==> config.mk <==
export PLATFORM = sky130hd
export DESIGN_NAME = adc_rd_ctrl
export DESIGN_NICKNAME = d
export VERILOG_FILES = /design/src/rtl/adc_rd_pkg.sv /design/src/rtl/rd_busy_watch.sv /design/src/rtl/rd_sclk_seq.sv /design/src/rtl/rd_frame_cap.sv /design/src/rtl/adc_rd_ctrl.sv
export SDC_FILE = /design/constraint.sdc
export NUM_CORES = 1
export LEC_CHECK = 0
export CORE_MARGIN = 1.5
export CORE_UTILIZATION = 55
export CTS_CLUSTER_DIAMETER = 150
export DETAILED_ROUTE_END_ITERATION = 10
export GPL_ROUTABILITY_DRIVEN = 0
export PLACE_DENSITY = 0.77
export SYNTH_ARGS = -nofsm -noshare
export SYNTH_HDL_FRONTEND = slang
export SYNTH_HIERARCHICAL = 1
export SYNTH_SLANG_ARGS = --single-unit
==> constraint.sdc <==
create_clock -name clk -period 1.8 [get_ports clk]
set_clock_uncertainty 0.15 [all_clocks]
set_input_delay 0.54 -clock clk [delete_from_list [all_inputs] [get_ports clk]]
set_output_delay 0.54 -clock clk [all_outputs]
set_load 0.005 [all_outputs]
==> src/rtl/adc_rd_pkg.sv <==
package adc_rd_pkg;

  typedef enum logic [1:0] {
    SQ_IDLE = 2'd0,
    SQ_HIGH = 2'd1,
    SQ_LOW  = 2'd2
  } sq_state_t;

endpackage

==> src/rtl/rd_busy_watch.sv <==
module rd_busy_watch #(
  parameter int SYNC_STAGES = 2,
  parameter int POLL_CYC    = 8
) (
  input  logic clk,
  input  logic rst_n,
  input  logic busy_i,
  input  logic poll_mode_i,
  input  logic take_i,
  output logic pend_o
);

  localparam int POLL_W = (POLL_CYC > 1) ? $clog2(POLL_CYC) : 1;

  logic [SYNC_STAGES-1:0] sync_q;
  logic                   busy_s;
  logic                   edge_d_q;
  logic [POLL_W-1:0]      poll_cnt_q, poll_cnt_d;
  logic                   poll_tick;
  logic                   poll_seen_q, poll_seen_d;
  logic                   evt;
  logic                   pend_q, pend_d;

  // metastability chain for the asynchronous busy flag
  always_ff @(posedge clk or negedge rst_n) begin
    if (!rst_n) begin
      sync_q <= '0;
    end else begin
      sync_q[0] <= busy_i;
      for (int i = 1; i < SYNC_STAGES; i++) sync_q[i] <= sync_q[i-1];
    end
  end

  assign busy_s    = sync_q[SYNC_STAGES-1];
  assign poll_tick = (poll_cnt_q == POLL_W'(POLL_CYC - 1));

  always_comb begin
    poll_cnt_d  = poll_tick ? '0 : poll_cnt_q + POLL_W'(1);
    poll_seen_d = poll_tick ? busy_s : poll_seen_q;
    if (poll_mode_i) evt = poll_tick & poll_seen_q & ~busy_s;
    else             evt = edge_d_q & ~busy_s;
    pend_d = (pend_q & ~take_i) | evt;
  end

  always_ff @(posedge clk or negedge rst_n) begin
    if (!rst_n) begin
      edge_d_q    <= 1'b0;
      poll_cnt_q  <= '0;
      poll_seen_q <= 1'b0;
      pend_q      <= 1'b0;
    end else begin
      edge_d_q    <= busy_s;
      poll_cnt_q  <= poll_cnt_d;
      poll_seen_q <= poll_seen_d;
      pend_q      <= pend_d;
    end
  end

  assign pend_o = pend_q;

endmodule

==> src/rtl/rd_sclk_seq.sv <==
module rd_sclk_seq
  import adc_rd_pkg::*;
#(
  parameter int FRAME_W = 16,
  parameter int HI_W    = 4,
  parameter int LO_CYC  = 2
) (
  input  logic            clk,
  input  logic            rst_n,
  input  logic            start_i,
  input  logic [HI_W-1:0] hi_cyc_i,
  output logic            sclk_o,
  output logic            smp_o,
  output logic            last_o,
  output logic            active_o
);

  localparam int LO_W  = (LO_CYC > 1) ? $clog2(LO_CYC) : 1;
  localparam int CNT_W = (HI_W > LO_W) ? HI_W : LO_W;
  localparam int PC_W  = $clog2(FRAME_W + 1);

  sq_state_t        st_q, st_d;
  logic [CNT_W-1:0] cnt_q, cnt_d;
  logic [PC_W-1:0]  pc_q, pc_d;
  logic             clk_q, clk_d;
  logic [CNT_W-1:0] hi_load;

  assign hi_load = CNT_W'(hi_cyc_i) - CNT_W'(1);

  always_comb begin
    st_d   = st_q;
    cnt_d  = cnt_q;
    pc_d   = pc_q;
    clk_d  = clk_q;
    smp_o  = 1'b0;
    last_o = 1'b0;
    case (st_q)
      SQ_IDLE: begin
        if (start_i) begin
          st_d  = SQ_HIGH;
          clk_d = 1'b1;
          cnt_d = hi_load;
        end
      end
      SQ_HIGH: begin
        if (cnt_q == '0) begin
          smp_o  = 1'b1;
          last_o = (pc_q == PC_W'(FRAME_W - 1));
          st_d   = SQ_LOW;
          clk_d  = 1'b0;
          cnt_d  = CNT_W'(LO_CYC - 1);
          pc_d   = pc_q + PC_W'(1);
        end else begin
          cnt_d = cnt_q - CNT_W'(1);
        end
      end
      SQ_LOW: begin
        if (cnt_q == '0) begin
          if (pc_q == PC_W'(FRAME_W)) begin
            st_d = SQ_IDLE;
            pc_d = '0;
          end else begin
            st_d  = SQ_HIGH;
            clk_d = 1'b1;
            cnt_d = hi_load;
          end
        end else begin
          cnt_d = cnt_q - CNT_W'(1);
        end
      end
      default: begin
        st_d  = SQ_IDLE;
        clk_d = 1'b0;
        pc_d  = '0;
      end
    endcase
  end

  always_ff @(posedge clk or negedge rst_n) begin
    if (!rst_n) begin
      st_q  <= SQ_IDLE;
      cnt_q <= '0;
      pc_q  <= '0;
      clk_q <= 1'b0;
    end else begin
      st_q  <= st_d;
      cnt_q <= cnt_d;
      pc_q  <= pc_d;
      clk_q <= clk_d;
    end
  end

  assign sclk_o   = clk_q;
  assign active_o = (st_q != SQ_IDLE);

endmodule

==> src/rtl/rd_frame_cap.sv <==
module rd_frame_cap #(
  parameter int DATA_W = 12
) (
  input  logic              clk,
  input  logic              rst_n,
  input  logic              smp_i,
  input  logic              last_i,
  input  logic              sdata_i,
  input  logic              lsb_first_i,
  output logic [DATA_W-1:0] result_o,
  output logic              valid_o
);

  logic [DATA_W-1:0] shreg_q, shreg_d;
  logic [DATA_W-1:0] shreg_rev;
  logic [DATA_W-1:0] res_q, res_d;
  logic              last_q;
  logic              valid_q;

  // leading bits fall off the top of the window
  assign shreg_d = smp_i ? {shreg_q[DATA_W-2:0], sdata_i} : shreg_q;

  for (genvar g = 0; g < DATA_W; g++) begin : g_rev
    assign shreg_rev[g] = shreg_q[DATA_W-1-g];
  end

  assign res_d = last_q ? (lsb_first_i ? shreg_rev : shreg_q) : res_q;

  always_ff @(posedge clk or negedge rst_n) begin
    if (!rst_n) begin
      shreg_q <= '0;
      last_q  <= 1'b0;
      res_q   <= '0;
      valid_q <= 1'b0;
    end else begin
      shreg_q <= shreg_d;
      last_q  <= last_i;
      res_q   <= res_d;
      valid_q <= last_q;
    end
  end

  assign result_o = res_q;
  assign valid_o  = valid_q;

endmodule

==> src/rtl/adc_rd_ctrl.sv <==
module adc_rd_ctrl #(
  parameter int DATA_W      = 12,
  parameter int FRAME_W     = 16,
  parameter int HI_W        = 4,
  parameter int LO_CYC      = 2,
  parameter int POLL_CYC    = 8,
  parameter int SYNC_STAGES = 2
) (
  input  logic              clk,
  input  logic              rst_n,
  input  logic              busy_i,
  input  logic              sdata_i,
  input  logic              sel_i,
  input  logic              cfg_poll_i,
  input  logic              cfg_relaxed_i,
  input  logic              cfg_lsb_first_i,
  input  logic [HI_W-1:0]   cfg_hi_cyc_i,
  output logic              sclk_o,
  output logic [DATA_W-1:0] result_o,
  output logic              result_valid_o
);

  logic [1:0]      rst_pipe_q;
  logic            rst_sync_n;
  logic            pend;
  logic            start;
  logic            eng_active;
  logic            sclk_int;
  logic            smp;
  logic            last;
  logic [HI_W-1:0] hi_eff;

  always_ff @(posedge clk or negedge rst_n) begin
    if (!rst_n) rst_pipe_q <= 2'b00;
    else        rst_pipe_q <= {rst_pipe_q[0], 1'b1};
  end
  assign rst_sync_n = rst_pipe_q[1];

  assign hi_eff = cfg_relaxed_i        ? HI_W'(LO_CYC) :
                  (cfg_hi_cyc_i == '0) ? HI_W'(1)      : cfg_hi_cyc_i;

  assign start = pend & ~eng_active;

  rd_busy_watch #(
    .SYNC_STAGES(SYNC_STAGES),
    .POLL_CYC   (POLL_CYC)
  ) u_watch (
    .clk        (clk),
    .rst_n      (rst_sync_n),
    .busy_i     (busy_i),
    .poll_mode_i(cfg_poll_i),
    .take_i     (start),
    .pend_o     (pend)
  );

  rd_sclk_seq #(
    .FRAME_W(FRAME_W),
    .HI_W   (HI_W),
    .LO_CYC (LO_CYC)
  ) u_seq (
    .clk     (clk),
    .rst_n   (rst_sync_n),
    .start_i (start),
    .hi_cyc_i(hi_eff),
    .sclk_o  (sclk_int),
    .smp_o   (smp),
    .last_o  (last),
    .active_o(eng_active)
  );

  rd_frame_cap #(
    .DATA_W(DATA_W)
  ) u_cap (
    .clk        (clk),
    .rst_n      (rst_sync_n),
    .smp_i      (smp),
    .last_i     (last),
    .sdata_i    (sdata_i),
    .lsb_first_i(cfg_lsb_first_i),
    .result_o   (result_o),
    .valid_o    (result_valid_o)
  );

  assign sclk_o = sclk_int & sel_i;

endmodule

==> results of run 1 <==
-- power breakdown --
part | total, mW | internal, mW | switching [mW]
Combinational | 2.42 | 1.33 | 1.09
Sequential | 1.44 | 1.26 | 0.189
Clock | 0.930 | 0.559 | 0.371
Total | 4.79 | 3.14 | 1.65
-- stage by stage --
step	hold WS [ns]	instance area [um^2]	worst slack (ns)	util	total power, mW
2_1_floorplan	0.0944	2390	-0.127	-	2.45
3_3_place_gp	0.0993	2930	-0.563	0.728	3.08
3_5_place_dp	0.102	2930	-0.634	0.728	3.20
4_1_cts	0.0994	3180	-0.0745	0.790	4.42
5_1_grt	0.126	3300	-0.167	0.819	5.01
6_report	0.0893	3300	-0.114	0.819	4.79
-- per-layer routing --
layer	global-route usage	vias to the layer above	share of wire
li1	-	829	-
met2	0.491	71	0.54
met4	0.145	0	0.052
met3	0.0641	27	0.041
met1	0.273	938	0.37
met5	0	-	0
-- final timing paths --
kind                                        startpoint                             to  slack [ns]  depth (start not counted)
max                         u_seq/cnt_q[0]$_DFFE_PN0P_      u_seq/pc_q[3]$_DFFE_PN0P_       -0.11                          7
min                            rst_pipe_q[1]$_DFF_PN0_      u_seq/st_q[1]$_DFFE_PN0P_        0.09                          0
max reg2reg                 u_seq/cnt_q[0]$_DFFE_PN0P_      u_seq/pc_q[3]$_DFFE_PN0P_       -0.11                          7
min reg2reg                    rst_pipe_q[1]$_DFF_PN0_      u_seq/st_q[1]$_DFFE_PN0P_        0.09                          0
max in group asynchronous      rst_pipe_q[1]$_DFF_PN0_  u_cap/result_o[1]$_DFFE_PN0P_        0.90                          1
min in group clk           u_watch/sync_q[0]$_DFF_PN0_    u_watch/sync_q[1]$_DFF_PN0_        0.21                          0
-- area by class of cell --
class | instances | area, um^2 | area share
clock buffers | 5 | 68.8 | 0.0209
clock inverters | 3 | 68.8 | 0.0209
inverters | 14 | 55.1 | 0.0167
multi-input cells | 129 | 1210 | 0.367
flip-flops and latches | 48 | 1200 | 0.365
well taps | 50 | 62.6 | 0.0190
repair buffers | 70 | 629 | 0.191
-- kinds of logic (layout without fill, tap and decap cells) --
group | Yosys count | after routing | share of synthesized area
xor gates and xnor gates | 2 | 2 | 0.00756
AOI/OAI and AO/OA | 38 | 38 | 0.127
buffers and inverters | 19 | 92 | 0.0362
DFF | 48 | 48 | 0.518
muxes | 25 | 25 | 0.117
adders and majority gates | 12 | 12 | 0.0648
other | 1 | 1 | 0.00162
and+or+nand+nor | 51 | 51 | 0.127
-- state kept, by name, summed over array words and instances, names as in the netlist, 2 cells and up --
name	flops
u_cap/result_o	12
u_cap/shreg_q	12
u_seq/pc_q	5
u_seq/cnt_q	4
u_watch/poll_cnt_q	3
rst_pipe_q	2
u_seq/st_q	2
u_watch/sync_q	2
-- critical path, delay by kind of cell (launching register included) --
family	cells	cell delay, ns
buf+inv	2	0.22
fa+ha+maj	1	0.15
compound gates	1	0.12
simple gates	3	0.81
flops	1	0.40
-- what timing repair did --
| action | 4_1_cts | 5_1_grt |
|---|---|---|
| pin swaps | 10 | 8 |
| gates cloned | 0 | 1 |
| setup buffers | 9 | 5 |
| gates resized for setup | 53 | 20 |
| setup endpoints to repair | 36 | 24 |
-- Yosys cell counts (all sizes together) (3+ instances only) --
| cell | instances |
|---|---|
| a21oi | 14 |
| a22o | 3 |
| buf | 3 |
| dfrtp | 48 |
| ha | 12 |
| inv | 14 |
| mux2 | 13 |
| mux2i | 12 |
| nand2 | 8 |
| nand2b | 3 |
| nand3 | 3 |
| nor2 | 17 |
| nor2b | 3 |
| nor3 | 3 |
| o21a | 4 |
| o21ai | 5 |
| o221ai | 3 |
| o32ai | 3 |
==> metrics.cfg, run 1 <==
[run_status]
status=finished with violations
violations=negative setup slack

[global_routing]
grt_usage=0.265
grt_max_degree=26
gr-total-overflow=0
antenna_found_initial=0
grt_pass1_vias=1886
grt_first_pass_wirelength_um=8700

[drt]
wl_per_cell_um=18.8
drc_errors=0
wl_um=5990
first_pass_iters=4
drt_iter0_markers=133
via_per_inst=5.85
routed-via-count=1865
ant_nets=0

[clock_tree]
cts_sinks=48
root_buffer=clkbuf_8
cts_tree=yes
cts_max_path_buffers=2
cts_made_buffers=5
clkLatencyLatePin_ns=0.31
path_clk_slew_ns=0.10
htreeDepth=2
hold_buffers=0

[flow_run]
cap_violations=0

[timing]
maxSlewHeadroom=0.653
totalNegativeSetupSlack_ns=-1.42
setup_viol_count_final=19
timing.fmax_ghz=0.523
rsz0062_at_grt=yes
drv_slew=0
fin_crit_ns=1.91
fin_ws_ns=-0.114
final_hold_viol_count=0
tightest_slew_ns=0.520
finalCritPeriodShare=1.06

[final_layout]
nets=292
drive_gt1_frac=0.401
final_common_cell=dfrtp_1
final_cell_mix=dfrtp_1 (46), buf_4 (35), dlygate4sd2_1 (17), nor2_1 (16), a21oi_1 (14)
final_cells=319
nFillCells=229
area_growth_syn_to_layout_pct=42.4
antenna_cells=0

[yosys]
syn_nets=220
ys_warn_count=6
syn_avg_cell_area_um2=11.8
synth_cell_types=44
synth-async-reset-ratio=1.00
synth-edff-count=0
ys_ff_latch=48
syn_area_um2=2320
yosysTopAreaCellShare=0.518
ys.flop_type=dfrtp_1
ys_seq_area_frac=0.518
synth_top_cell_by_area=dfrtp_1
synth_area_leaders=dfrtp_1 (52%), ha_1 (6.5%), mux2_2 (5.8%)
netlist_instances=196

[power]
vdd_ir_drop_max_mv=1.21
powerDensity_nw_per_um2=1450
p_leak_nw=1.52

[worst_setup_path]
cp_slowest_cell=or4b_1
critical_path_arrival_ns=2.00
endpoint_kind=register
critPathLaunchType=register
required_ns=1.88
cpPeakStageDelay_ns=0.50
crit_fanout=4
cp_cell_sequence=inv_2 -> ha_4 -> nor3b_4 -> buf_6 -> o221ai_4 -> or4b_1 -> nand3_1
path_class=register to register

[floorplan]
io_pins=26
die_y_um=67.9
die_x_um=67.9
start_util=0.575
num_rows=23
core_area_um2=4030
die_area_um2=4610

[worst_hold_path]
hold_path_class=register to asynchronous set/reset pin

[placement]
dp.cells=298
dp.final_hpwl_um=3590
portBuffers=25

Note: power is estimated with default switching activity, not from simulation.
==> run 2, diff against run 1 <==
- CORE_UTILIZATION: 55 -> 62
- DONT_BUFFER_PORTS: not set -> 1
==> run 2 against run 1 <==
  * The flow still finishes with violations (negative setup slack)
  * Via count is 13% lower
  * Design area is 10% lower
  * Power is 8.2% lower
  * Clock-buffer cell count is 1 higher
  * Largest cell class unchanged
==> metrics.cfg, run 2 (synthesis gave the netlist of run 1 again) <==
[run_status]
status=finished with violations
violations=negative setup slack

[final_layout]
area_growth_syn_to_layout_pct=27.6
final_common_cell=dfrtp_1
final_cell_mix=dfrtp_1 (47), buf_4 (28), nor2_1 (16), a21oi_1 (14), mux2_4 (13)
drive_gt1_frac=0.395
antenna_cells=0
nFillCells=207
final_util=0.814
nets=256

[placement]
dp.final_hpwl_um=3310
portBuffers=0

[floorplan]
die_y_um=64.1
io_pins=26
core_area_um2=3630
start_util=0.638
die_x_um=64.1
num_rows=22
die_area_um2=4110

[worst_setup_path]
crit_fanout=5
critPathLaunchType=register
required_ns=1.86
critical_path_arrival_ns=1.95
path_class=register to register
endpoint_kind=register

[clock_tree]
path_clk_slew_ns=0.08
root_buffer=clkbuf_8
htreeDepth=2
cts_max_path_buffers=2
cts_sinks=48
cts_made_buffers=5
cts_tree=yes
clkLatencyLatePin_ns=0.30

[timing]
maxSlewHeadroom=0.519
rsz0062_at_grt=yes
fin_ws_ns=-0.0874
tightest_slew_ns=0.722
timing.fmax_ghz=0.530
drv_slew=0
fin_crit_ns=1.89
finalCritPeriodShare=1.05
setup_viol_count_final=17
final_hold_viol_count=0
whs_ns=0.0364

[drt]
ant_nets=0
wl_um=4880
wl_per_cell_um=17.4
drc_errors=0
first_pass_iters=4
routed-via-count=1623
drt_iter0_markers=92
via_per_inst=5.78

[global_routing]
grt_first_pass_wirelength_um=7780
grt_usage=0.248
grt_max_degree=32
gr-total-overflow=0
grt_pass1_vias=1725
antenna_found_initial=0

[power]
powerDensity_nw_per_um2=1490
vdd_ir_drop_max_mv=0.908
power_mw=4.40
p_leak_nw=1.37

[worst_hold_path]
hold_path_class=register to asynchronous set/reset pin

[flow_run]
cap_violations=0

## run 2: changes by cell type in the layout (fill, tap and decap cells not counted), sizes merged
cell | previous run | this run
clkdlybuf4s50 | 5 | 0
buf | 47 | 33
dlygate4sd2 | 17 | 0
bufinv | 2 | 1
clkinv | 0 | 1
dlygate4sd3 | 0 | 1
inv | 15 | 14
## run 2: layout make-up
type | count | area, um^2 | share of cell area
multi-input cells | 129 | 1220 | 0.414
clock inverters | 2 | 38.8 | 0.0131
flip-flops and latches | 48 | 1200 | 0.407
inverters | 14 | 55.1 | 0.0186
well taps | 48 | 60.1 | 0.0203
clock buffers | 6 | 82.6 | 0.0279
repair buffers | 34 | 294 | 0.0994
## run 2: stage by stage
step / setup WS [ns] / std cells / setup TNS (ns) / cell area, um^2
6_report: -0.0874 / 281 / -0.518 / 2960
3_3_place_gp: -0.122 / 265 / -0.881 / 2620
2_1_floorplan: -0.127 / 196 / -1.44 / 2390
5_1_grt: -0.141 / 281 / -1.53 / 2960
3_5_place_dp: -0.203 / 265 / -1.71 / 2620
4_1_cts: -0.0430 / 278 / -0.349 / 2820
## run 2: path summary, 6_finish.rpt
check,from,end,slack [ns],cells past startpoint
max in group asynchronous,rst_pipe_q[1]$_DFF_PN0_,u_cap/result_o[1]$_DFFE_PN0P_,0.98,1
worst max-delay path,u_seq/st_q[1]$_DFFE_PN0P_,u_seq/cnt_q[0]$_DFFE_PN0P_,-0.09,9
worst min register to register,rst_pipe_q[1]$_DFF_PN0_,u_watch/poll_cnt_q[2]$_DFF_PN0_,0.04,0
min in group clk,busy_i,u_watch/sync_q[0]$_DFF_PN0_,0.11,0
worst max register to register,u_seq/st_q[1]$_DFFE_PN0P_,u_seq/cnt_q[0]$_DFFE_PN0P_,-0.09,9
worst min-delay path,rst_pipe_q[1]$_DFF_PN0_,u_watch/poll_cnt_q[2]$_DFF_PN0_,0.04,0
## run 2: where the power goes
part / internal [mW] / total (mW) / switching, mW
clock network: 0.454 / 0.805 / 0.351
logic: 1.21 / 2.15 / 0.945
registers: 1.25 / 1.44 / 0.186
## run 2: metal layers
| metal | global-route usage | share of wire | vias to the layer above |
|---|---|---|---|
| li1 | - | - | 759 |
| met1 | 0.311 | 0.41 | 814 |
| met2 | 0.411 | 0.53 | 38 |
| met3 | 0.0616 | 0.035 | 12 |
| met4 | 0.0984 | 0.020 | 0 |
| met5 | 0 | 0 | - |
## run 2: critical path, stage by stage (launching register included)
cell,delay (ns)
dfrtp_1,0.46
inv_2,0.13
ha_4,0.17
inv_4,0.04
nor2b_4,0.14
nor2b_4,0.06
a211oi_4,0.27
buf_4,0.18
nor2_1,0.04
a21oi_1,0.15
## run 2: timing repair
action                     4_1_cts  5_1_grt
setup endpoints to repair       20       22
pin swaps                        4        4
gates resized for setup         16       25
hold endpoints to repair         2        0
setup buffers                    4        3
hold buffers                     1        0
==> run 3, diff against run 2 <==
- MAX_ROUTING_LAYER: not set -> met4
==> run 3 against run 2 <==
  * The run still ends with negative setup slack left
  * Non-clock buffer count did not move
  * Largest power group unchanged
  * Design area is the same
  * Largest cell class unchanged
  * Worst hold slack better by 0.0012 ns
  * Via count up 0.12%
  * Critical path type unchanged
==> metrics.cfg, run 3 (synthesis gave the netlist of run 1 again) <==
[run_status]
status=finished with violations
violations=negative setup slack

[timing]
fin_crit_ns=1.88
timing.fmax_ghz=0.532
totalNegativeSetupSlack_ns=-0.470
finalCritPeriodShare=1.04
whs_ns=0.0376
maxSlewHeadroom=0.526
tightest_slew_ns=0.710
setup_viol_count_final=17
rsz0062_at_grt=yes
drv_slew=0
fin_ws_ns=-0.0800
final_hold_viol_count=0

[final_layout]
nFillCells=207
nets=256
area_growth_syn_to_layout_pct=27.6
final_util=0.814
final_common_cell=dfrtp_1
final_cells=281
antenna_cells=0
final_cell_mix=dfrtp_1 (47), buf_4 (28), nor2_1 (16), a21oi_1 (14), mux2_4 (13)
drive_gt1_frac=0.395

[floorplan]
core_area_um2=3630
die_x_um=64.1
die_area_um2=4110
start_util=0.638
io_pins=26
num_rows=22
die_y_um=64.1

[drt]
via_per_inst=5.78
wl_per_cell_um=17.2
drc_errors=0
drt_iter0_markers=101
first_pass_iters=4
ant_nets=0
wl_um=4850
routed-via-count=1625

[global_routing]
use_met2=0.413
grt_pass1_vias=1730
busiest_layer=met2
grt_use_met1=0.310
gr-total-overflow=0
grt_max_degree=32
antenna_found_initial=0
grt_first_pass_wirelength_um=7780
use_met3=0.0599
grt_usage=0.254

[clock_tree]
path_clk_slew_ns=0.08
cts_max_path_buffers=2
cts_sinks=48
htreeDepth=2
clkLatencyLatePin_ns=0.30
cts_made_buffers=5
root_buffer=clkbuf_8
cts_tree=yes

[worst_hold_path]
hold_path_class=register to asynchronous set/reset pin

[power]
p_sw_frac=0.336
p_leak_nw=1.37
clockPowerShare=0.183
pwr-share-comb=0.490
powerDensity_nw_per_um2=1490
vdd_ir_drop_max_mv=0.905
seqPwrFrac=0.327
p_int_mw=2.92
p_switching_mw=1.48

[placement]
dp.cells=265
portBuffers=0
dp_worst_setup_slack_ns=-0.203
dp.final_hpwl_um=3310

[worst_setup_path]
critical_path_arrival_ns=1.95
path_class=register to register
critPathLaunchType=register
crit_fanout=5
endpoint_kind=register
required_ns=1.87

[flow_run]
cap_violations=0

-- run 3: cell counts in the layout (fill, tap and decap cells not counted) --
Identical to the previous run, type by type.
-- run 3: through the flow --
step	total power, mW	cell area (um^2)
floorplan	2.45	2390
global placement	2.97	2620
detailed placement	3.06	2620
CTS	4.00	2820
global route	4.64	2960
finish	4.40	2960
-- run 3: worst paths after layout --
check                                               start                               to  slack, ns  depth (start not counted)
min in group clk                                   busy_i      u_watch/sync_q[0]$_DFF_PN0_       0.11                          0
max in group asynchronous         rst_pipe_q[1]$_DFF_PN0_    u_cap/result_o[1]$_DFFE_PN0P_       0.98                          1
worst min register to register    rst_pipe_q[1]$_DFF_PN0_  u_watch/poll_cnt_q[2]$_DFF_PN0_       0.04                          0
worst max register to register  u_seq/st_q[1]$_DFFE_PN0P_       u_seq/cnt_q[0]$_DFFE_PN0P_      -0.08                          9
worst max-delay path            u_seq/st_q[1]$_DFFE_PN0P_       u_seq/cnt_q[0]$_DFFE_PN0P_      -0.08                          9
worst min-delay path              rst_pipe_q[1]$_DFF_PN0_  u_watch/poll_cnt_q[2]$_DFF_PN0_       0.04                          0
-- run 3: power by group through the flow --
stage,registers (mW),clock network [mW],logic [mW]
after CTS,1.42,0.816,1.76
after detailed placement,1.44,0,1.62
after global routing,1.46,0.864,2.32
final,1.44,0.804,2.15
after floorplan,1.41,0,1.04
after global placement,1.42,0,1.55
-- run 3: area by class of cell --
type	count	area [um^2]	share of cell area
clock buffers	6	82.6	0.0279
multi-input cells	129	1220	0.414
inverters	14	55.1	0.0186
clock inverters	2	38.8	0.0131
well taps	48	60.1	0.0203
repair buffers	34	294	0.0994
flip-flops and latches	48	1200	0.407
-- run 3: layer usage --
layer | up-vias | part of all wire
li1 | 760 | -
met1 | 823 | 0.41
met2 | 32 | 0.53
met3 | 10 | 0.032
met4 | 0 | 0.021
met5 | - | 0
-- run 3: repair_timing --
action	in CTS	in global routing
setup endpoints to repair	20	22
resized for setup	16	25
pin swaps	4	4
hold endpoints to repair	2	0
buffers inserted	4	3
hold buffers	1	0
-- run 3: critical path, stage by stage, from the launching register on --
cell and delay (ns):
dfrtp_1 0.45, inv_2 0.13, ha_4 0.17, inv_4 0.04, nor2b_4 0.14, nor2b_4 0.06
a211oi_4 0.27, buf_4 0.18, nor2_1 0.04, a21oi_1 0.15
